File: config.mk
export PLATFORM = sky130hd
export DESIGN_NAME = quad_recirc_delay
export DESIGN_NICKNAME = d
export VERILOG_FILES = /design/src/rtl/qrd_pkg.sv /design/src/rtl/qrd_lane.sv /design/src/rtl/qrd_pair.sv /design/src/rtl/quad_recirc_delay.sv
export SDC_FILE = /design/constraint.sdc
export NUM_CORES = 1
export LEC_CHECK = 0
export BUFFER_PORTS_ARGS = -buffer_cell sky130_fd_sc_hd__buf_4
export CORE_ASPECT_RATIO = 1.4
export CORE_MARGIN = 2
export CORE_UTILIZATION = 43
export DETAILED_ROUTE_END_ITERATION = 10
export REMOVE_ABC_BUFFERS = 1
export SLEW_MARGIN = 20
export SYNTH_ARGS = -nofsm -noshare
export SYNTH_HDL_FRONTEND = slang
export SYNTH_SLANG_ARGS = --single-unit
File: constraint.sdc
create_clock -name clk -period 2 [get_ports clk]
set_clock_uncertainty 0.05 [all_clocks]
set_input_delay 0.3 -clock clk [delete_from_list [all_inputs] [get_ports clk]]
set_output_delay 0.3 -clock clk [all_outputs]
set_load 0.05 [all_outputs]
File: src/rtl/qrd_pkg.sv
package qrd_pkg;
    localparam int unsigned LANES_PER_PAIR = 2;

    typedef enum logic {
        FEED_EXT  = 1'b0,
        FEED_LOOP = 1'b1
    } feed_e;
endpackage

File: src/rtl/qrd_lane.sv
module qrd_lane
    import qrd_pkg::*;
#(
    parameter int unsigned DEPTH = 64
) (
    input  logic clk,
    input  logic rst,
    input  logic shift_en,
    input  logic ser_in,
    input  logic recycle,
    output logic ser_out
);
    localparam int unsigned LAST = DEPTH - 1;

    typedef struct packed {
        logic [DEPTH-1:0] sr;
    } lane_t;

    lane_t st_d, st_q;
    feed_e feed;
    logic  head_bit;

    always_comb begin
        feed     = feed_e'(recycle);
        head_bit = (feed == FEED_LOOP) ? st_q.sr[LAST] : ser_in;
        st_d     = st_q;
        if (rst) begin
            st_d.sr = '0;
        end else if (shift_en) begin
            st_d.sr = {st_q.sr[LAST-1:0], head_bit};
        end
    end

    always_ff @(posedge clk) begin
        st_q <= st_d;
    end

    assign ser_out = st_q.sr[LAST];


    reset_clear_chk: assert property (@(posedge clk)
        rst |=> (st_q.sr == '0));


    idle_hold_chk: assert property (@(posedge clk) disable iff (rst)
        !shift_en |=> $stable(st_q.sr));


    advance_chk: assert property (@(posedge clk) disable iff (rst)
        shift_en |=> (st_q.sr[LAST:1] == $past(st_q.sr[LAST-1:0])));


    loop_feed_chk: assert property (@(posedge clk) disable iff (rst)
        (shift_en && recycle) |=> (st_q.sr[0] == $past(ser_out)));


    ext_feed_chk: assert property (@(posedge clk) disable iff (rst)
        (shift_en && !recycle) |=> (st_q.sr[0] == $past(ser_in)));
endmodule

File: src/rtl/qrd_pair.sv
module qrd_pair
    import qrd_pkg::*;
#(
    parameter int unsigned DEPTH = 64
) (
    input  logic                      clk,
    input  logic                      rst,
    input  logic [LANES_PER_PAIR-1:0] shift_en,
    input  logic [LANES_PER_PAIR-1:0] ser_in,
    input  logic                      recycle,
    output logic [LANES_PER_PAIR-1:0] ser_out
);
    for (genvar l = 0; l < LANES_PER_PAIR; l++) begin : g_lane
        qrd_lane #(.DEPTH(DEPTH)) u_lane (
            .clk      (clk),
            .rst      (rst),
            .shift_en (shift_en[l]),
            .ser_in   (ser_in[l]),
            .recycle  (recycle),
            .ser_out  (ser_out[l])
        );
    end
endmodule

File: src/rtl/quad_recirc_delay.sv
module quad_recirc_delay
    import qrd_pkg::*;
#(
    parameter int unsigned DEPTH   = 64,
    parameter int unsigned N_PAIRS = 2,
    localparam int unsigned LANES  = N_PAIRS * LANES_PER_PAIR
) (
    input  logic               clk,
    input  logic               rst,
    input  logic [LANES-1:0]   shift_en,
    input  logic [LANES-1:0]   ser_in,
    input  logic [N_PAIRS-1:0] recycle,
    output logic [LANES-1:0]   ser_out
);
    for (genvar p = 0; p < N_PAIRS; p++) begin : g_pair
        qrd_pair #(.DEPTH(DEPTH)) u_pair (
            .clk      (clk),
            .rst      (rst),
            .shift_en (shift_en[p*LANES_PER_PAIR +: LANES_PER_PAIR]),
            .ser_in   (ser_in[p*LANES_PER_PAIR +: LANES_PER_PAIR]),
            .recycle  (recycle[p]),
            .ser_out  (ser_out[p*LANES_PER_PAIR +: LANES_PER_PAIR])
        );
    end
endmodule

==> qor.csv <==
metric,value,unit
timing.reg2reg.worst_path_depth,2,
rr_startpoint,g_pair[1].u_pair.g_lane[1].u_lane.st_q[63],
power_after_layout,10.3,mW
final_layout_size_suffix_gt1_share,8.60,%
buffer_depth_of_the_longest_clock_path,3,
wl_per_cell,10.9,microns
critical-path-top-delay-family,flip-flops,
cts-resized-gates,0,
clock-sinks,256,
clock_latency,510,ps
hold_path_end,g_pair[1].u_pair.g_lane[0].u_lane.st_q[53],
antenna_cells_inserted,0,
timing.critical_path.to_type,output port,
die_height,177,microns
power_per_cell_area,1000,mW/mm^2
grt_util_all_layers,11.1,%
worst_r2r_endpoint,g_pair[1].u_pair.g_lane[1].u_lane.st_q[0],
drt_wl_total,12.1,mm
drt_first_pass_iters,4,
whs_path_depth,2,
largest_reg_flops,256,
grt_antenna_before_repair,0,
initial_utilization,43.7,%
post_cts_clock_slew_at_the_launch_and_capture_registers_of_the_worst_setup_and_hold_paths,60,ps
timing.max_cap.violations,0,
top_level_ports,16,
power.switching,2.10,mW
placedCellCount,1063,
layout.filler_cells,1989,
finalHoldWorstSlack,85.9,ps
globalplace.congestion,0.627,
clock_group_share_of_total_power,46.5,%
min_from,rst,
final_hold_viol_count,0,
final_nets,843,
vias_per_cell,4.69,
max-slew-margin-rel,71.1,%
placementRows,63,
power.leakage,4.54,nW
tritoncts,done,
swShare,20.4,%
final_cell_count_no_fill,1109,
fin_crit,1430,ps
cts_buffers,26,
io_buffers,15,
core,0.0211,sq mm
worstPathMaxFanout,3,
yosysSeqAreaShare,55.6,%
number_of_buffers_and_inverters_on_the_critical_path,1,
floorplan.die.width,128,microns
internal-power,8.18,mW
worst-r2r-setup-slack,1170,ps
crit_required,1650,ps
type_of_the_tightest_min_delay_check,primary input to flip-flop,
grt_ovf,0,
ys_seq_elements,256,
cp.arrival,1080,ps
grt_pass1_vias,5056,
post_dp_cell_area,0.00937,sq mm
postSynthCellCount,832,
critical_path.max_stage_delay,360,ps
grt_pass1_wl,22.0,mm
total_number_of_yosys_warnings,0,
cts.hold.buffers_added,0,
htreeDepth,1,
max-vdd-ir-drop,0.000589,V
cts_root_buffer,clkbuf_16,
rsz0062_at_grt,false,
netlist-cell-type-count,9,
route.detailed.drc,0,
crit_path_top_delay_cell,dfxtp_1,
floorplan.die_area,0.0227,sq mm
power.share.combinational,3.7,%
grt_start_max_net_pins,68,
timing.final.crit_share,71.5,%
finish.instance_area,0.0102,sq mm
post_synth_instance_area,0.00922,sq mm
syn_avg_cell_area,11.1,sq um
maxClockFrequency,700,MHz
pwr-share-seq,49.8,%
route.antenna.remaining_nets,0,
final_setup_violation_count,0,
layout-area-overhead-vs-synth,11.0,%
cp_cell_sequence,buf_4,
dr_total_vias,5205,
timing_worst_setup_path_type,flip-flop to output port,
run_status,"complete, no violations",
biggestRegsByFlops,g_pair.u_pair.g_lane.u_lane.st_q x256,
top_register,g_pair.u_pair.g_lane.u_lane.st_q,
cts_setup_buffers,0,
final-max-slew-violation-count,0,
drtIter0Drc,224,
worst_slew_pin_slew,434,ps
place_hpwl,6.96,mm
worst_setup_path_start_kind,flip-flop,
setup_tns,0,ps
-- Yosys cell counts --
master	instances	area [sq um]
dfxtp_1	256	5120
buf_8	20	300
clkbuf_1	1	3.75
mux2i_1	256	2560
a211oi_1	4	30.0
nor2_1	256	961
buf_4	8	60.1
buf_2	27	135
buf_6	4	45.0
-- cell usage in the layout (no fill, tap or decap) --
| cell | instances |
|---|---|
| bufinv_16 | 2 |
| clkinv_4 | 1 |
| a211oi_1 | 4 |
| clkinvlp_4 | 3 |
| clkbuf_8 | 5 |
| clkbuf_1 | 4 |
| clkbuf_16 | 27 |
| buf_4 | 20 |
| nor2_1 | 256 |
| dfxtp_1 | 256 |
| buf_6 | 1 |
| mux2i_1 | 256 |
| buf_12 | 10 |
| clkinv_2 | 4 |
-- per-stage QoR --
step           setup slack (ps)  util (%)
3_5_place_dp                619      44.3
3_3_place_gp                642      44.3
2_1_floorplan               887         -
5_1_grt                     510      48.5
4_1_cts                     521      48.5
6_report                    570      48.5
-- how the worst max path moves through the flow --
stage / start / endpoint / slack (ps) / cells past startpoint
2_1_floorplan: g_pair[0].u_pair.g_lane[0].u_lane.st_q[63] / g_pair[0].u_pair.g_lane[0].u_lane.st_q[0] / 890 / 2
3_3_place_gp: shift_en[2] / g_pair[1].u_pair.g_lane[0].u_lane.st_q[40] / 640 / 4
5_1_grt: g_pair[0].u_pair.g_lane[0].u_lane.st_q[63] / ser_out[0] / 510 / 1
3_5_place_dp: shift_en[2] / g_pair[1].u_pair.g_lane[0].u_lane.st_q[51] / 620 / 4
4_1_cts: g_pair[0].u_pair.g_lane[0].u_lane.st_q[63] / ser_out[0] / 520 / 1
6_report: g_pair[0].u_pair.g_lane[0].u_lane.st_q[63] / ser_out[0] / 570 / 1
-- cells by family after synthesis --
family	synth area share, %
buf+inv	5.90
mux	27.8
flops	55.6
compound gates	0.326
simple gates	10.4
-- layer usage --
| layer | vias up | wire length, microns | track usage (%) |
|---|---|---|---|
| met1 | 2379 | 5810 | 13.5 |
| met4 | 0 | 333 | 4.53 |
| met2 | 44 | 5510 | 19.2 |
| li1 | 2758 | - | - |
| met3 | 24 | 413 | 2.12 |
| met5 | - | 0 | 0 |
-- power groups by stage --
stage	sequential, mW	combinational [mW]	clock, mW
floorplan	5.23	0.114	0
global placement	5.23	0.389	0
detailed placement	5.23	0.389	0
finish	5.11	0.379	4.78
global route	5.11	0.410	5.16
CTS	5.11	0.389	4.99
-- layout make-up --
cell class	instances	area, sq um	area share, %
multi-input cells	516	3550	34.7
repair buffers	31	362	3.53
well taps	260	325	3.18
clock inverters	10	111	1.09
clock buffers	36	759	7.42
flip-flops and latches	256	5120	50.1
Power figures use the tool's default switching activity.
